==> src/rtl/jrb_pkg.sv <==
package jrb_pkg;

   typedef enum logic [3:0] {
      PH_IDLE,
      PH_RST,
      PH_RTI0,
      PH_IR_HEAD,
      PH_IR_SHIFT,
      PH_IR_TAIL,
      PH_DR_HEAD,
      PH_DR_SHIFT,
      PH_DR_TAIL,
      PH_FIN
   } phase_e;

   typedef enum logic [1:0] {
      CMD_OPEN,
      CMD_ADDR,
      CMD_READ,
      CMD_CLOSE
   } cmd_e;

   // TMS steps around a scan: RTI->SelDR->SelIR->CapIR->ShIR
   localparam int IR_HEAD_LEN = 4;
   // RTI->SelDR->CapDR->ShDR
   localparam int DR_HEAD_LEN = 3;
   // Exit1->Update->RTI
   localparam int TAIL_LEN    = 2;

endpackage

==> src/rtl/jrb_tck_gen.sv <==
module jrb_tck_gen #(
   parameter int DIV_W = 8
) (
   input  logic             clk,
   input  logic             rst_n,
   input  logic             run_i,
   input  logic [DIV_W-1:0] half_i,
   output logic             tck_o,
   output logic             rise_o,
   output logic             fall_o
);

   logic [DIV_W-1:0] cnt_q;
   logic             tck_q;
   logic             term;

   assign term   = run_i && (cnt_q == half_i);
   assign rise_o = term && !tck_q;
   assign fall_o = term &&  tck_q;
   assign tck_o  = tck_q;

   always_ff @(posedge clk or negedge rst_n) begin
      if (!rst_n) begin
         cnt_q <= '0;
         tck_q <= 1'b0;
      end else if (!run_i) begin
         cnt_q <= '0;
         tck_q <= 1'b0;
      end else if (term) begin
         cnt_q <= '0;
         tck_q <= ~tck_q;
      end else begin
         cnt_q <= cnt_q + 1'b1;
      end
   end

   a_r2_single_strobe: assert property (@(posedge clk) disable iff (!rst_n)
      rise_o |=> tck_o);

endmodule

==> src/rtl/jrb_checksum.sv <==
module jrb_checksum #(
   parameter int CHK_W     = 16,
   parameter bit MSB_FIRST = 1'b1
) (
   input  logic             clk,
   input  logic             rst_n,
   input  logic             clr_i,
   input  logic             vld_i,
   input  logic             bit_i,
   output logic [CHK_W-1:0] sum_o
);

   localparam int POS_W = $clog2(CHK_W);
   localparam logic [POS_W-1:0] LAST_POS = POS_W'(CHK_W - 1);

   logic [CHK_W-2:0] sr_q;
   logic [POS_W-1:0] pos_q;
   logic [CHK_W-1:0] sum_q;
   logic [CHK_W-1:0] word;
   logic [CHK_W-2:0] sr_next;

   generate
      if (MSB_FIRST) begin : g_msb
         assign word    = {sr_q, bit_i};
         assign sr_next = {sr_q[CHK_W-3:0], bit_i};
      end else begin : g_lsb
         assign word    = {bit_i, sr_q};
         assign sr_next = {bit_i, sr_q[CHK_W-2:1]};
      end
   endgenerate

   always_ff @(posedge clk or negedge rst_n) begin
      if (!rst_n) begin
         sr_q  <= '0;
         pos_q <= '0;
         sum_q <= '0;
      end else if (clr_i) begin
         sr_q  <= '0;
         pos_q <= '0;
         sum_q <= '0;
      end else if (vld_i) begin
         if (pos_q == LAST_POS) begin
            sum_q <= sum_q + word;
            pos_q <= '0;
            sr_q  <= '0;
         end else begin
            sr_q  <= sr_next;
            pos_q <= pos_q + 1'b1;
         end
      end
   end

   assign sum_o = sum_q;

   a_r9_clear_zero: assert property (@(posedge clk) disable iff (!rst_n)
      clr_i |=> (sum_o == '0));

endmodule

==> src/rtl/jrb_tap_walker.sv <==
module jrb_tap_walker
   import jrb_pkg::*;
#(
   parameter int              IR_LEN      = 8,
   parameter int              FRAME_BITS  = 3376,
   parameter int              FRAME_COUNT = 1342,
   parameter int              RESET_TCKS  = 5,
   parameter logic [IR_LEN-1:0] CODE_OPEN  = 8'h15,
   parameter logic [IR_LEN-1:0] CODE_ADDR  = 8'h12,
   parameter logic [IR_LEN-1:0] CODE_READ  = 8'h03,
   parameter logic [IR_LEN-1:0] CODE_CLOSE = 8'h3A,
   parameter int              FCNT_W      = 11
) (
   input  logic              clk,
   input  logic              rst_n,
   input  logic              launch_i,
   input  logic              rise_i,
   input  logic              fall_i,
   input  logic              tdo_i,
   output logic              tms_o,
   output logic              tdi_o,
   output logic              bit_vld_o,
   output logic              bit_o,
   output logic              finish_o,
   output logic [FCNT_W-1:0] frames_o
);

   localparam int CNT_W = $clog2(FRAME_BITS + RESET_TCKS + IR_LEN + 1);
   localparam int IRI_W = (IR_LEN > 1) ? $clog2(IR_LEN) : 1;
   localparam logic [CNT_W-1:0] L_RST  = CNT_W'(RESET_TCKS - 1);
   localparam logic [CNT_W-1:0] L_IRH  = CNT_W'(IR_HEAD_LEN - 1);
   localparam logic [CNT_W-1:0] L_IRS  = CNT_W'(IR_LEN - 1);
   localparam logic [CNT_W-1:0] L_DRH  = CNT_W'(DR_HEAD_LEN - 1);
   localparam logic [CNT_W-1:0] L_DRS  = CNT_W'(FRAME_BITS - 1);
   localparam logic [CNT_W-1:0] L_TAIL = CNT_W'(TAIL_LEN - 1);
   localparam logic [FCNT_W-1:0] L_FRM = FCNT_W'(FRAME_COUNT - 1);

   phase_e            phase_q;
   cmd_e              cmd_q;
   logic [CNT_W-1:0]  cnt_q;
   logic [FCNT_W-1:0] frames_q;
   logic              tms_q, tdi_q;

   logic [CNT_W-1:0]  seg_last;
   logic              tms_n, tdi_n;
   logic [IR_LEN-1:0] cur_code;

   always_comb begin
      case (cmd_q)
         CMD_OPEN: cur_code = CODE_OPEN;
         CMD_ADDR: cur_code = CODE_ADDR;
         CMD_READ: cur_code = CODE_READ;
         default:  cur_code = CODE_CLOSE;
      endcase
   end

   // last count value of each segment and the TMS/TDI for the next rise
   always_comb begin
      seg_last = '0;
      tms_n    = 1'b1;
      tdi_n    = 1'b0;
      case (phase_q)
         PH_RST:      begin seg_last = L_RST;  tms_n = 1'b1; end
         PH_RTI0:     begin seg_last = '0;     tms_n = 1'b0; end
         PH_IR_HEAD:  begin seg_last = L_IRH;  tms_n = (cnt_q < CNT_W'(2)); end
         PH_IR_SHIFT: begin
            seg_last = L_IRS;
            tms_n    = (cnt_q == L_IRS);
            tdi_n    = cur_code[cnt_q[IRI_W-1:0]];
         end
         PH_IR_TAIL:  begin seg_last = L_TAIL; tms_n = (cnt_q == '0); end
         PH_DR_HEAD:  begin seg_last = L_DRH;  tms_n = (cnt_q == '0); end
         PH_DR_SHIFT: begin seg_last = L_DRS;  tms_n = (cnt_q == L_DRS); end
         PH_DR_TAIL:  begin seg_last = L_TAIL; tms_n = (cnt_q == '0); end
         default:     begin seg_last = '0;     tms_n = 1'b1; end
      endcase
   end

   always_ff @(posedge clk or negedge rst_n) begin
      if (!rst_n) begin
         phase_q  <= PH_IDLE;
         cmd_q    <= CMD_OPEN;
         cnt_q    <= '0;
         frames_q <= '0;
      end else if (launch_i) begin
         phase_q  <= PH_RST;
         cmd_q    <= CMD_OPEN;
         cnt_q    <= '0;
         frames_q <= '0;
      end else if (fall_i && phase_q == PH_FIN) begin
         phase_q  <= PH_IDLE;
      end else if (rise_i && phase_q != PH_IDLE && phase_q != PH_FIN) begin
         if (cnt_q != seg_last) begin
            cnt_q <= cnt_q + 1'b1;
         end else begin
            cnt_q <= '0;
            case (phase_q)
               PH_RST:      phase_q <= PH_RTI0;
               PH_RTI0:     begin phase_q <= PH_IR_HEAD; cmd_q <= CMD_OPEN; end
               PH_IR_HEAD:  phase_q <= PH_IR_SHIFT;
               PH_IR_SHIFT: phase_q <= PH_IR_TAIL;
               PH_IR_TAIL: begin
                  case (cmd_q)
                     CMD_OPEN: begin phase_q <= PH_IR_HEAD; cmd_q <= CMD_ADDR; end
                     CMD_ADDR: begin phase_q <= PH_IR_HEAD; cmd_q <= CMD_READ; end
                     CMD_READ: phase_q <= PH_DR_HEAD;
                     default:  phase_q <= PH_FIN;
                  endcase
               end
               PH_DR_HEAD:  phase_q <= PH_DR_SHIFT;
               PH_DR_SHIFT: phase_q <= PH_DR_TAIL;
               PH_DR_TAIL: begin
                  frames_q <= frames_q + 1'b1;
                  phase_q  <= PH_IR_HEAD;
                  cmd_q    <= (frames_q == L_FRM) ? CMD_CLOSE : CMD_READ;
               end
               default:     phase_q <= PH_IDLE;
            endcase
         end
      end
   end

   always_ff @(posedge clk or negedge rst_n) begin
      if (!rst_n) begin
         tms_q <= 1'b1;
         tdi_q <= 1'b0;
      end else if (launch_i) begin
         tms_q <= 1'b1;
         tdi_q <= 1'b0;
      end else if (fall_i) begin
         tms_q <= tms_n;
         tdi_q <= tdi_n;
      end
   end

   assign tms_o     = tms_q;
   assign tdi_o     = tdi_q;
   assign bit_vld_o = rise_i && (phase_q == PH_DR_SHIFT);
   assign bit_o     = tdo_i;
   assign finish_o  = fall_i && (phase_q == PH_FIN);
   assign frames_o  = frames_q;

   a_r9_frame_bound: assert property (@(posedge clk) disable iff (!rst_n)
      frames_o <= FCNT_W'(FRAME_COUNT));

   a_r7_tdi_quiet: assert property (@(posedge clk) disable iff (!rst_n)
      bit_vld_o |-> !tdi_o);

endmodule

==> src/rtl/jrb_readback_seq.sv <==
module jrb_readback_seq
   import jrb_pkg::*;
#(
   parameter int DIV_W       = 8,
   parameter int IR_LEN      = 8,
   parameter int FRAME_BITS  = 3376,
   parameter int FRAME_COUNT = 1342,
   parameter int RESET_TCKS  = 5,
   parameter int CHK_W       = 16,
   parameter logic [IR_LEN-1:0] CODE_OPEN  = 8'h15,
   parameter logic [IR_LEN-1:0] CODE_ADDR  = 8'h12,
   parameter logic [IR_LEN-1:0] CODE_READ  = 8'h03,
   parameter logic [IR_LEN-1:0] CODE_CLOSE = 8'h3A,
   localparam int FCNT_W = $clog2(FRAME_COUNT + 1)
) (
   input  logic              clk,
   input  logic              rst_n,
   input  logic              start_i,
   input  logic [DIV_W-1:0]  half_per_i,
   input  logic              tdo_i,
   output logic              tck_o,
   output logic              tms_o,
   output logic              tdi_o,
   output logic              busy_o,
   output logic              done_o,
   output logic [CHK_W-1:0]  checksum_o,
   output logic [FCNT_W-1:0] frames_o
);

   generate
      if (RESET_TCKS < 5) begin : g_chk_rst
         $error("RESET_TCKS must be at least 5");
      end
      if (IR_LEN < 2) begin : g_chk_ir
         $error("IR_LEN must be at least 2");
      end
      if (CHK_W < 3 || (FRAME_BITS % CHK_W) != 0) begin : g_chk_frame
         $error("FRAME_BITS must be a whole number of checksum words");
      end
      if (FRAME_COUNT < 1) begin : g_chk_cnt
         $error("FRAME_COUNT must be at least 1");
      end
   endgenerate

   logic             busy_q, done_q;
   logic [DIV_W-1:0] half_q;
   logic             launch;
   logic             rise, fall;
   logic             bit_vld, bit_val, finish;

   assign launch = start_i && !busy_q;

   always_ff @(posedge clk or negedge rst_n) begin
      if (!rst_n) begin
         busy_q <= 1'b0;
         done_q <= 1'b0;
         half_q <= '0;
      end else begin
         done_q <= finish;
         if (launch) begin
            busy_q <= 1'b1;
            half_q <= half_per_i;
         end else if (finish) begin
            busy_q <= 1'b0;
         end
      end
   end

   jrb_tck_gen #(.DIV_W(DIV_W)) u_tck (
      .clk    (clk),
      .rst_n  (rst_n),
      .run_i  (busy_q),
      .half_i (half_q),
      .tck_o  (tck_o),
      .rise_o (rise),
      .fall_o (fall)
   );

   jrb_tap_walker #(
      .IR_LEN      (IR_LEN),
      .FRAME_BITS  (FRAME_BITS),
      .FRAME_COUNT (FRAME_COUNT),
      .RESET_TCKS  (RESET_TCKS),
      .CODE_OPEN   (CODE_OPEN),
      .CODE_ADDR   (CODE_ADDR),
      .CODE_READ   (CODE_READ),
      .CODE_CLOSE  (CODE_CLOSE),
      .FCNT_W      (FCNT_W)
   ) u_walk (
      .clk       (clk),
      .rst_n     (rst_n),
      .launch_i  (launch),
      .rise_i    (rise),
      .fall_i    (fall),
      .tdo_i     (tdo_i),
      .tms_o     (tms_o),
      .tdi_o     (tdi_o),
      .bit_vld_o (bit_vld),
      .bit_o     (bit_val),
      .finish_o  (finish),
      .frames_o  (frames_o)
   );

   jrb_checksum #(.CHK_W(CHK_W), .MSB_FIRST(1'b1)) u_sum (
      .clk   (clk),
      .rst_n (rst_n),
      .clr_i (launch),
      .vld_i (bit_vld),
      .bit_i (bit_val),
      .sum_o (checksum_o)
   );

   assign busy_o = busy_q;
   assign done_o = done_q;

   a_r3_tms_on_fall: assert property (@(posedge clk) disable iff (!rst_n)
      !$stable(tms_o) |-> $fell(tck_o));

   a_r3_tdi_on_fall: assert property (@(posedge clk) disable iff (!rst_n)
      !$stable(tdi_o) |-> $fell(tck_o));

   a_r2_idle_low: assert property (@(posedge clk) disable iff (!rst_n)
      !busy_o |-> !tck_o);

   a_r10_done_single: assert property (@(posedge clk) disable iff (!rst_n)
      done_o |=> !done_o);

   a_r10_launch: assert property (@(posedge clk) disable iff (!rst_n)
      (start_i && !busy_o) |=> busy_o);

   a_r10_done_idle: assert property (@(posedge clk) disable iff (!rst_n)
      done_o |-> !busy_o);

   a_r9_hold_idle: assert property (@(posedge clk) disable iff (!rst_n)
      (!busy_o && $past(!busy_o)) |-> ($stable(checksum_o) && $stable(frames_o)));

endmodule

==> config.mk <==
export PLATFORM = sky130hd
export DESIGN_NAME = jrb_readback_seq
export DESIGN_NICKNAME = d
export VERILOG_FILES = /design/src/rtl/jrb_pkg.sv /design/src/rtl/jrb_tck_gen.sv /design/src/rtl/jrb_checksum.sv /design/src/rtl/jrb_tap_walker.sv /design/src/rtl/jrb_readback_seq.sv
export SDC_FILE = /design/constraint.sdc
export NUM_CORES = 1
export LEC_CHECK = 0
export CAP_MARGIN = 10
export CORE_MARGIN = 5
export CORE_UTILIZATION = 55
export CTS_CLUSTER_SIZE = 14
export DETAILED_ROUTE_END_ITERATION = 10
export PLACE_DENSITY = 0.76
export SETUP_SLACK_MARGIN = 0.05
export SLEW_MARGIN = 20
export SYNTH_ARGS = -nofsm -noshare
export SYNTH_HDL_FRONTEND = slang
export SYNTH_SLANG_ARGS = --single-unit
==> constraint.sdc <==
create_clock -name clk -period 3.87 [get_ports clk]
set_input_delay 1.161 -clock clk [delete_from_list [all_inputs] [get_ports clk]]
set_output_delay 1.161 -clock clk [all_outputs]
set_load 0.05 [all_outputs]
Word-level counts from Yosys, hierarchy flattened:

Index checks and enable logic that the tools add are counted.

* reduce and logical (&&, ||, !) cells: 30
* div/mod/pow operators: 0
* bitwise operators: 1
* $add $sub $neg: 5
* shift operators: 0
* multiplexer cells: 47
* $lt $le $gt $ge: 2
* $mul: 0
* equality and inequality tests: 23

Operator list (count)
* case mux 12 bit (6 select lines): 1
* 2-to-1 mux 11 bit: 5
* 2-to-1 mux 12 bit: 4
* 2-to-1 mux 16 bit: 3
* 2-to-1 mux 15 bit: 3
* 2-to-1 mux 4 bit: 7
* case mux 4 bit (7 select lines): 1
* case mux 6 bit (3 select lines): 1
* adder 16 bit: 1
* equality test 4 x 3 -> 1 bit, second input constant: 4
* 2-to-1 mux 8 bit: 2
* adder 12 x 1 -> 12 bit, second input constant: 1
* equality test 12 bit, second input constant: 1
* equality test 12 x 3 -> 1 bit, second input constant: 1
* equality test 4 bit, second input constant: 3
* logical NOT 12 bit: 1
* < comparator 12 x 2 -> 1 bit, second input constant: 1
* inequality test 12 bit: 1
* nonzero test 2 bit: 6
* adder 11 x 1 -> 11 bit, second input constant: 1
* equality test 11 bit, second input constant: 1
* 2-to-1 mux 1 bit: 11
* adder 8 x 1 -> 8 bit, second input constant: 1
* equality test 4 x 2 -> 1 bit, second input constant: 2
* other kinds (28): 45

* bits in latches: 0
* bits in writable memories: 0
* bits in registers: 85
* memories kept: 0
* word-level logic and storage cells: 122
* ROM bits: 0
* output and inout bits: 32
* input bits: 12

Depth between registers and ports, before layout:

Gate-level depths: netlist of run 1.

* depth after elaboration: 8
* gate-level depth with buffers: 10
* gate-level depth less buffers: 8

By module:

Synthesis of run 1 repeated with hierarchy kept, for this count alone.

* cells, all modules: 598
* area, all modules: 5610.4 um2

By module, submodules not included
* jrb_tap_walker: cells an instance 295, sequential area each 777.0 um2, area an instance 2509.9 um2, times used 1
* jrb_checksum: cells an instance 232, sequential area each 875.8 um2, area an instance 2208.4 um2, times used 1
* jrb_tck_gen: cells an instance 49, sequential area each 225.2 um2, area an instance 493.0 um2, times used 1
* jrb_readback_seq: cells an instance 22, sequential area each 250.2 um2, area an instance 399.1 um2, times used 1

Worst setup path before layout of run 1:

Ideal clock, no wire load.

* path type: input to register
* start: input port tdo_i
* end: register u_sum.sum_q[12] (netlist: u_sum.sum_o[12])
* data required time: 3.776 ns
* path slack: 0.845 ns
* cell stages on the path: 8
* arrival time: 2.931 ns
* library setup time: 0.094 ns
* cells stage by stage: ha_1 > fa_1 > a21oi_1 > o21ai_0 > a2111o_1 > a41oi_1 > nor2_1 > a211oi_1

* cells in the longest elaborated chain, start to end: 4

RTL lines
* from (decl): line jrb_readback_seq.sv:20 `input logic tdo_i,`
* adder 16 bit: line jrb_checksum.sv:43 `sum_q <= sum_q + word;`
* 2-to-1 mux 16 bit: line jrb_checksum.sv:42 `if (pos_q == LAST_POS) begin`
* 2-to-1 mux 16 bit: line jrb_checksum.sv:41 `end else if (vld_i) begin`
* 2-to-1 mux 16 bit: line jrb_checksum.sv:37 `end else if (clr_i) begin`
* to (signal assigned): line jrb_checksum.sv:43
* to (decl): line jrb_checksum.sv:18 `logic [CHK_W-1:0] sum_q;`

No other way between the ends. The select of a mux whose other input is x is not followed.
A chain may end at the register's enable or synchronous reset.

Final worst setup path of run 1:

Ends and elaborated chain as after synthesis.

==> flow_summary.json, run 1 <==
{
  "seq_area_um2": 2130,
  "postCtsSetupRepairBufs": 0,
  "drt_iter0_markers": 295,
  "io_buffers": 43,
  "hold_path.class": "register to register",
  "numCtsBuffers": 9,
  "grt_pass1_vias": 4323,
  "postSynthAreaPerCell_um2": 8.96,
  "coreArea_um2": 9200,
  "synth-warning-count": 0,
  "wire_per_inst_um": 16.7,
  "fin_cells": 729,
  "ys_ff_latch": 85,
  "fill_cells": 792,
  "dp_hpwl_um": 8430,
  "ys_top_cells_by_area": "dfrtp_1 41%, nand2_1 6.2%, ha_1 5.1%, nor2_1 3.0%, a21oi_1 2.9%",
  "area_growth_syn_to_layout_pct": 14.1,
  "vias": 4499,
  "cts_root_buf": "clkbuf_8",
  "routed_wl_um": 12200,
  "grt_max_degree": 86,
  "power_density_nw_per_um2": 412,
  "diodes": 0,
  "path_max_fanout": 3,
  "ys_top_cells_by_count": "85 x nand2_1, 84 x dfrtp_1, 41 x nor2_1, 30 x a21oi_1, 29 x nand3_1",
  "yosysTopAreaCell": "dfrtp_1",
  "final_area_um2": 5920,
  "hold_buffers": 0,
  "initial_core_util_pct": 56.4,
  "post_dp_cell_area_um2": 5700,
  "globalRouteOverflowTotal": 0,
  "dr.pass1.iters": 8,
  "min_period_ns": 3.30,
  "multi_input_area_um2": 2870,
  "clkTransAtPathRegs_ns": 0.10,
  "final_core_util_pct": 64.4,
  "rsz0062_at_grt": "no",
  "synthArstFlopShare_pct": 100,
  "antenna_found_initial": 0,
  "status": "completed",
  "place_inst": 713,
  "crit_arrival_ns": 3.57,
  "die_area_um2": 11500,
  "htree_levels": 3,
  "ant_nets": 0,
  "synth_edf_count": 0,
  "worst_pin_slew_ns": 0.786,
  "fmax_mhz": 303,
  "setup_ws_ns": 0.574,
  "max_slew_margin_pct": 47.6,
  "clk_latency_ns": 0.37,
  "cts_tree": "done",
  "synth_cells": 579,
  "critPathLaunchType": "input port",
  "die_w_um": 107,
  "num-nets-final": 647,
  "drc_errors": 0,
  "clkSinkCount": 85,
  "finalHoldViolations": 0,
  "end_kind": "register",
  "grt_pass1_wl_um": 20800,
  "worst_clock_skew_ns": 0.0154,
  "yosysUniqueCellTypes": 71,
  "worstSetupPathType": "input port to register",
  "ios": 44,
  "netlist_area_um2": 5190,
  "tns_ns": 0,
  "clockBufferDepth": 2,
  "synth_top_area_share_pct": 40.5,
  "synth_most_common_cell": "nand2_1",
  "drv_cap": 0,
  "slew_violations": 0,
  "synthFlopType": "dfrtp_1",
  "grt_usage_pct": 22.3,
  "crit_required_ns": 4.14,
  "ir_drop_v": 0.000217,
  "drive_above_1_share_pct": 6.96,
  "die_h_um": 107,
  "setup_viol": 0,
  "viasPerCell": 6.17,
  "pre_cts_ws_ns": 0.205,
  "fin_crit_sh_pct": 85.2,
  "ys_seq_area_share_pct": 41.0,
  "place.gp.congestion": 0.910,
  "rows": 35,
  "synth_nets": 613,
  "post_cts_resized": 0,
  "p_leak_nw": 2.58
}
-- final timing paths --
check                                        from              end  slack [ns]  cells after the start
worst max-delay path                        tdo_i  u_sum.sum_o[12]        0.57                      9
worst min-delay path                    half_q[6]        half_q[6]        0.51                      2
worst max register to register  u_walk.phase_q[2]  u_sum.sum_o[15]        0.90                      6
worst min register to register          half_q[6]        half_q[6]        0.51                      2
max in group asynchronous                   rst_n  u_walk.cnt_q[2]        2.49                      1
min in group asynchronous                   rst_n   u_sum.sum_o[3]        0.84                      1
-- final cells by class --
cell class	count	area share (%)
Multi-Input combinational cell	450	48.5
Sequential cell	85	36.0
Timing Repair Buffer	54	8.69
Tap cell	111	2.35
Clock buffer	10	2.33
Clock inverter	6	1.33
Inverter	13	0.824
-- report_power, final --
part / switching, mW / leakage [nW] / internal (mW) / total, mW
clock network: 0.364 / 0.111 / 0.330 / 0.694
registers: 0.154 / 1.01 / 0.995 / 1.15
logic: 0.338 / 1.45 / 0.256 / 0.594
total: 0.856 / 2.58 / 1.58 / 2.44
-- cell usage in the layout, fill, tap and decap left out, drive strengths merged, types with 16 or more instances in the layout --
cell type      synthesis  layout
nand2                 85      85
dfrtp                 84      84
clkdlybuf4s50          0      42
nor2                  41      41
a21oi                 30      30
nand3                 29      29
o21ai                 25      25
ha                    21      21
xnor2                 16      16
inv                   13      16
-- sequential cells by signal (all words and copies together) (netlist names) --
signal           cells
u_walk.tms_o         1
u_walk.cmd_q         2
u_walk.phase_q       4
u_tck.tck_o          1
busy_o               1
half_q               8
u_sum.pos_q          4
u_sum.sum_o         16
u_walk.cnt_q        12
done_o               1
u_walk.frames_o     11
u_walk.tdi_o         1
u_tck.cnt_q          8
u_sum.sr_q          15
-- per-stage QoR --
stage | hold slack [ns] | total power, mW
floorplan | 0.467 | 1.58
global placement | 0.484 | 1.73
detailed placement | 0.487 | 1.76
CTS | 0.513 | 2.45
global route | 0.544 | 2.58
finish | 0.506 | 2.44
-- logic make-up (layout without fill, tap and decap cells) --
group	after synthesis	after routing	synth area share [%]
AO/OA/AOI/OAI	146	146	19.7
AND/OR/NAND/NOR	249	249	24.4
adder cells (fa/ha/maj)	22	22	5.45
multiplexers	8	8	1.59
XOR/XNOR	25	25	4.22
buffers and inverters	44	83	3.62
flip-flops	85	85	41.0
-- routing by layer --
metal / GRT usage (%) / wire (um)
met3: 2.47 / 448
met2: 36.1 / 5800
met1: 31.2 / 5730
met5: 0 / 0
met4: 7.40 / 175
-- worst max-delay path, stage by stage --
cell and delay, ns:
clkdlybuf4s50_1 0.43, ha_1 0.23, fa_1 0.41, a21oi_1 0.17
o21ai_0 0.16, a2111o_1 0.49, a41oi_1 0.26, nor2_1 0.08
a211oi_1 0.18
Power figures use the tool's default switching activity.
==> run 2: changes to the inputs <==
--- a/config.mk
+++ b/config.mk
@@ -7,10 +7,11 @@
 export LEC_CHECK = 0
 export CAP_MARGIN = 10
 export CORE_MARGIN = 5
-export CORE_UTILIZATION = 55
+export CORE_UTILIZATION = 45
 export CTS_CLUSTER_SIZE = 14
 export DETAILED_ROUTE_END_ITERATION = 10
-export PLACE_DENSITY = 0.76
+export GPL_ROUTABILITY_DRIVEN = 0
+export PLACE_DENSITY = 0.65
 export SETUP_SLACK_MARGIN = 0.05
 export SLEW_MARGIN = 20
 export SYNTH_ARGS = -nofsm -noshare
==> run 2 against run 1 <==
Effect of this change: global-route usage is 3.3 points lower; highest routed layer unchanged; critical endpoint unchanged; routed wire length is 4.4% higher; clock-buffer cell count is 1 lower; largest power group unchanged; clock skew is 0.0099 ns lower; die area is 20% higher; via count is 0.73% lower; total power is 9.9% higher; sequential share of layout area is 0.97 points lower; critical path depth stayed put; sequential power hardly changed; maximum frequency is 5.1% lower; clock power is 35% higher.
==> flow_summary.json, run 2 (synthesis results as in run 1) <==
{
  "die_h_um": 117,
  "grt_most_used_layer": "met2",
  "grt_usage_pct": 19.0,
  "htree_levels": 3,
  "fmax_mhz": 288,
  "met2_usage_pct": 31.2,
  "clkSinkCount": 85,
  "ios": 44,
  "num-nets-final": 648,
  "drc_errors": 0,
  "io_buffers": 43,
  "die_w_um": 117,
  "min_path_cells": 2,
  "crit_arrival_ns": 3.72,
  "clockBufferDepth": 2,
  "max_slew_margin_pct": 47.9,
  "ir_drop_v": 0.000336,
  "largest_reg_flops": 16,
  "grtUsageMet3_pct": 4.81,
  "path_cells": "clkdlybuf4s50_1, ha_1, fa_1, a21oi_1, o21ai_0, a2111o_1, a41oi_1, nor2_1, a211oi_1",
  "dp_hpwl_um": 8780,
  "grt_max_degree": 86,
  "critPathLaunchType": "input port",
  "diodes": 0,
  "coreArea_um2": 11400,
  "viasPerCell": 5.86,
  "vias": 4466,
  "crit_required_ns": 4.12,
  "fill_cells": 1064,
  "cts_tree": "done",
  "worstSetupPathType": "input port to register",
  "clkTransAtPathRegs_ns": 0.06,
  "worst_clock_skew_ns": 0.00556,
  "slowest_stage": "a2111o_1",
  "reg2reg_depth": 7,
  "globalRouteOverflowTotal": 0,
  "grt_pass1_wl_um": 22100,
  "cts_root_buf": "clkbuf_16",
  "final_common_cell": "nand2_1",
  "area_growth_syn_to_layout_pct": 17.3,
  "fin_crit_sh_pct": 89.7,
  "drt_iter0_markers": 332,
  "die_area_um2": 13800,
  "power_density_nw_per_um2": 440,
  "rows": 39,
  "crit_cells": 9,
  "cp.buffers_inverters": 1,
  "grt_pass1_vias": 4513,
  "p_leak_nw": 2.63,
  "rsz0062_at_grt": "no",
  "worst_pin_slew_ns": 0.775,
  "postCtsSetupRepairBufs": 0,
  "numCtsBuffers": 9,
  "status": "completed",
  "setup_ws_ns": 0.398,
  "post_cts_resized": 0,
  "hold_path.class": "register to register",
  "setup_viol": 0,
  "clk_latency_ns": 0.34,
  "finalHoldViolations": 0,
  "drv_cap": 0,
  "ant_nets": 0,
  "met1_usage_pct": 24.9,
  "path_max_fanout": 3,
  "antenna_found_initial": 0,
  "tns_ns": 0,
  "end_kind": "register",
  "wire_per_inst_um": 16.7,
  "routed_wl_um": 12700,
  "final_cell_mix": "85 x nand2_1, 84 x dfrtp_1, 42 x clkdlybuf4s50_1, 41 x nor2_1, 30 x a21oi_1",
  "drive_above_1_share_pct": 7.11,
  "slew_violations": 0,
  "min_period_ns": 3.47,
  "dr.pass1.iters": 4,
  "pre_cts_ws_ns": 0.133,
  "hold_buffers": 0,
  "crit_family": "compound AO/OA/AOI/OAI gates",
  "slowest_delay_ns": 0.50,
  "initial_core_util_pct": 45.6
}
==> run 2: cell types whose count changed in the layout (fill, tap and decap cells not counted), sizes merged <==
cell and change:
buf +1, clkbuf -1, inv -2, clkinvlp +1, clkinv +1, bufinv +1
==> run 2: final timing paths <==
kind                                    from                  to  slack (ns)
max                                    tdo_i     u_sum.sum_o[12]        0.40
min                                half_q[4]           half_q[4]        0.50
max reg2reg                u_walk.phase_q[0]     u_walk.cnt_q[5]        0.87
min reg2reg                        half_q[4]           half_q[4]        0.50
max in group asynchronous              rst_n  u_walk.frames_o[9]        2.65
min in group asynchronous              rst_n     u_walk.cnt_q[3]        0.83
==> run 2: metrics by stage <==
| stage | util [%] | hold WS [ns] | total power [mW] | cell area [um2] | instances |
|---|---|---|---|---|---|
| finish | 53.5 | 0.501 | 2.68 | 6080 | 762 |
| global route | 53.5 | 0.529 | 2.84 | 6080 | 762 |
| CTS | 53.5 | 0.506 | 2.71 | 6080 | 762 |
| detailed placement | 50.7 | 0.491 | 1.76 | 5760 | 746 |
| global placement | 50.7 | 0.488 | 1.74 | 5760 | 746 |
| floorplan | - | 0.467 | 1.58 | 5190 | 579 |
==> run 2: power breakdown <==
group / total [mW] / internal, mW / switching (mW)
logic: 0.586 / 0.256 / 0.330
registers: 1.15 / 0.997 / 0.157
clock network: 0.939 / 0.569 / 0.370
==> run 2: final cells by class <==
class / instances / area (um2) / share of cell area [%]
Timing Repair Buffer: 55 / 531 / 8.72
Multi-Input combinational cell: 450 / 2870 / 47.2
Tap cell: 143 / 179 / 2.94
Clock inverter: 7 / 98.8 / 1.62
Clock buffer: 9 / 225 / 3.70
Inverter: 13 / 48.8 / 0.802
Sequential cell: 85 / 2130 / 35.0
==> run 2: worst reg2reg max path, stage by stage (launching register included) <==
cell	delay [ns]
dfrtp_1	0.60
buf_4	0.25
nor3b_1	0.10
or3_1	0.35
and3_1	0.21
o211ai_2	0.61
nand2b_1	0.42
o31ai_1	0.35
==> run 2: per-layer routing <==
metal	routed length, um	vias up	share of wire [%]
met4	108	0	0.85
met3	587	8	4.6
met2	6250	102	49
li1	-	2203	-
met5	0	-	0
met1	5740	2153	45
==> run 3: changes to the inputs <==
--- a/config.mk
+++ b/config.mk
@@ -11,9 +11,11 @@
 export CTS_CLUSTER_SIZE = 14
 export DETAILED_ROUTE_END_ITERATION = 10
 export GPL_ROUTABILITY_DRIVEN = 0
-export PLACE_DENSITY = 0.65
+export PLACE_DENSITY = 0.64
 export SETUP_SLACK_MARGIN = 0.05
+export SKIP_LAST_GASP = 1
 export SLEW_MARGIN = 20
 export SYNTH_ARGS = -nofsm -noshare
 export SYNTH_HDL_FRONTEND = slang
+export SYNTH_HIERARCHICAL = 1
 export SYNTH_SLANG_ARGS = --single-unit
==> run 3 against run 2 <==
Effect of this change: critical endpoint is now u_sum/sum_o[10]; synthesized area increased by 8.2%; clock-buffer cell count up 1; flip-flop and latch count did not move; routed wire length rose by 4.9%.
==> flow_summary.json, run 3 <==
{
  "status": "completed",
  "fmax_mhz": 297,
  "postCtsSetupRepairBufs": 0,
  "cts_root_buf": "clkbuf_16",
  "netlist_area_um2": 5610,
  "grt_usage_pct": 18.8,
  "hold_buffers": 0,
  "ir_drop_v": 0.000212,
  "postSynthAreaPerCell_um2": 9.38,
  "fill_cells": 1176,
  "synth-warning-count": 6,
  "path_max_fanout": 4,
  "post_dp_cell_area_um2": 6210,
  "dr.pass1.iters": 8,
  "crit_arrival_ns": 3.59,
  "die_w_um": 122,
  "diodes": 0,
  "drt_iter0_markers": 379,
  "globalRouteOverflowTotal": 0,
  "cp.buffers_inverters": 2,
  "slew_violations": 0,
  "synth_cells": 598,
  "grt_pass1_wl_um": 22700,
  "ios": 44,
  "htree_levels": 3,
  "drv_cap": 0,
  "slowest_delay_ns": 0.48,
  "io_buffers": 43,
  "critPathLaunchType": "input port",
  "synthArstFlopShare_pct": 100,
  "tns_ns": 0,
  "min_period_ns": 3.36,
  "worst_clock_skew_ns": 0.00690,
  "rsz0062_at_grt": "no",
  "grt_max_degree": 39,
  "path_cells": "clkdlybuf4s50_1, ha_1, inv_1, fa_1, nand2b_1, a21oi_1, o21ai_0, a31oi_1, nor4_1, a311o_1",
  "crit_family": "compound AO/OA/AOI/OAI gates",
  "clkSinkCount": 85,
  "synth-xor-area-share_pct": 3.90,
  "num-nets-final": 665,
  "dp_hpwl_um": 9560,
  "synth_edf_count": 0,
  "ys_top_cells_by_area": "dfrtp_1 37%, ha_1 4.7%, nor2_1 4.1%, a21oi_1 3.5%, a22o_1 2.7%",
  "cts_tree": "done",
  "worst_pin_slew_ns": 0.896,
  "final_cell_mix": "84 x dfrtp_1, 60 x nor2_1, 42 x clkdlybuf4s50_1, 39 x a21oi_1, 31 x nand2_1",
  "viasPerCell": 5.83,
  "yosysUniqueCellTypes": 85,
  "drive_above_1_share_pct": 11.0,
  "synth_compound_area_share_pct": 18.0,
  "antenna_found_initial": 0,
  "max_slew_margin_pct": 39.4,
  "synth_most_common_cell": "dfrtp_1",
  "ys_ff_latch": 85,
  "post_cts_resized": 0,
  "yosys.area_share.simple_pct": 25.1,
  "worstSetupPathType": "input port to register",
  "pre_cts_ws_ns": 0.157,
  "finalHoldViolations": 0,
  "ant_nets": 0,
  "setup_ws_ns": 0.508,
  "grt_pass1_vias": 4591,
  "numCtsBuffers": 9,
  "clockBufferDepth": 2,
  "final_area_um2": 6560,
  "yosysTopAreaCell": "dfrtp_1",
  "end_kind": "register",
  "hold_slack_ns": 0.526,
  "final_core_util_pct": 54.1,
  "hold_path.class": "register to register",
  "vias": 4684,
  "synthFlopType": "dfrtp_1",
  "synth_top_family_by_area": "simple AND/OR/NAND/NOR gates",
  "die_area_um2": 14800,
  "synth_mux_area_share_pct": 5.44,
  "rows": 40,
  "clkTransAtPathRegs_ns": 0.07,
  "synth_nets": 632,
  "wire_per_inst_um": 16.6,
  "slowest_stage": "clkdlybuf4s50_1",
  "largest_reg_flops": 16,
  "p_leak_nw": 2.76,
  "setup_viol": 0,
  "final_common_cell": "dfrtp_1",
  "ys_top_cells_by_count": "84 x dfrtp_1, 61 x nor2_1, 39 x a21oi_1, 31 x nand2_1, 24 x nand3_1",
  "seq_area_um2": 2130,
  "routed_wl_um": 13300,
  "initial_core_util_pct": 46.3,
  "fin_crit_sh_pct": 86.9,
  "synth_top_area_share_pct": 37.5,
  "multi_input_area_um2": 3250,
  "clk_latency_ns": 0.34,
  "die_h_um": 122,
  "power_density_nw_per_um2": 395,
  "ys_seq_area_share_pct": 37.9,
  "coreArea_um2": 12100,
  "area_growth_syn_to_layout_pct": 16.9,
  "drc_errors": 0,
  "crit_required_ns": 4.09,
  "synth-adder-area-share_pct": 5.04
}
==> run 3: cell count changes after synthesis, moves of 7 or more <==
cell,previous run,this run
a21oi_1,30,39
mux2_1,0,11
mux2_4,0,8
nand2_1,85,31
nor2_1,41,61
nor2b_1,8,15
nor4_1,3,10
o21ai_0,22,15
o31ai_1,13,2
or3_1,8,1
or4_1,15,6
==> run 3: cell type report <==
type                    count  area share (%)
clock buffers              10            3.64
clock inverters             6            1.66
inverters                  20            1.14
multi-input cells         456            49.5
flip-flops and latches     85            32.5
well taps                 168            3.21
repair buffers             59            8.36
==> run 3: logic make-up (layout without fill, tap and decap cells) <==
kind of cell | after synthesis | count (layout)
flip-flops | 85 | 85
multiplexers | 25 | 25
XOR/XNOR | 25 | 25
AO/OA/AOI/OAI | 142 | 142
adder cells (fa/ha/maj) | 22 | 22
buffers and inverters | 57 | 95
AND/OR/NAND/NOR | 242 | 242
==> run 3: tightest hold or removal path, cell delays in order (launching register included) <==
cell,delay [ns]
dfrtp_1,0.35
nand2_1,0.05
o21ai_1,0.08
==> run 3: through the flow <==
| step | std cells | power (mW) |
|---|---|---|
| 2_1_floorplan | 598 | 1.45 |
| 3_3_place_gp | 788 | 1.58 |
| 3_5_place_dp | 788 | 1.60 |
| 4_1_cts | 804 | 2.62 |
| 5_1_grt | 804 | 2.72 |
| 6_report | 804 | 2.59 |
==> run 3: worst paths after layout <==
check / start / end / slack [ns] / cells past startpoint
worst max-delay path: tdo_i / u_sum/sum_o[10] / 0.51 / 10
worst min-delay path: u_walk/tdi_o / u_walk/tdi_o / 0.53 / 2
worst max register to register: u_tck/cnt_q[0] / u_sum/sum_o[15] / 0.55 / 11
worst min register to register: u_walk/tdi_o / u_walk/tdi_o / 0.53 / 2
max in group asynchronous: rst_n / u_walk/cnt_q[5] / 2.35 / 2
min in group asynchronous: rst_n / u_tck/cnt_q[5] / 0.78 / 1
==> run 3: per-layer routing <==
layer	part of all wire [%]	GRT usage (%)	up-vias
met1	47	25.4	2285
met5	0	0	-
met3	4.0	3.30	14
li1	-	-	2284
met2	48	30.5	101
met4	1.2	6.58	0
==> run 3: power breakdown <==
group / total [mW] / switching (mW) / internal (mW)
combinational: 0.484 / 0.268 / 0.216
sequential: 1.10 / 0.118 / 0.980
clock: 1.01 / 0.361 / 0.648
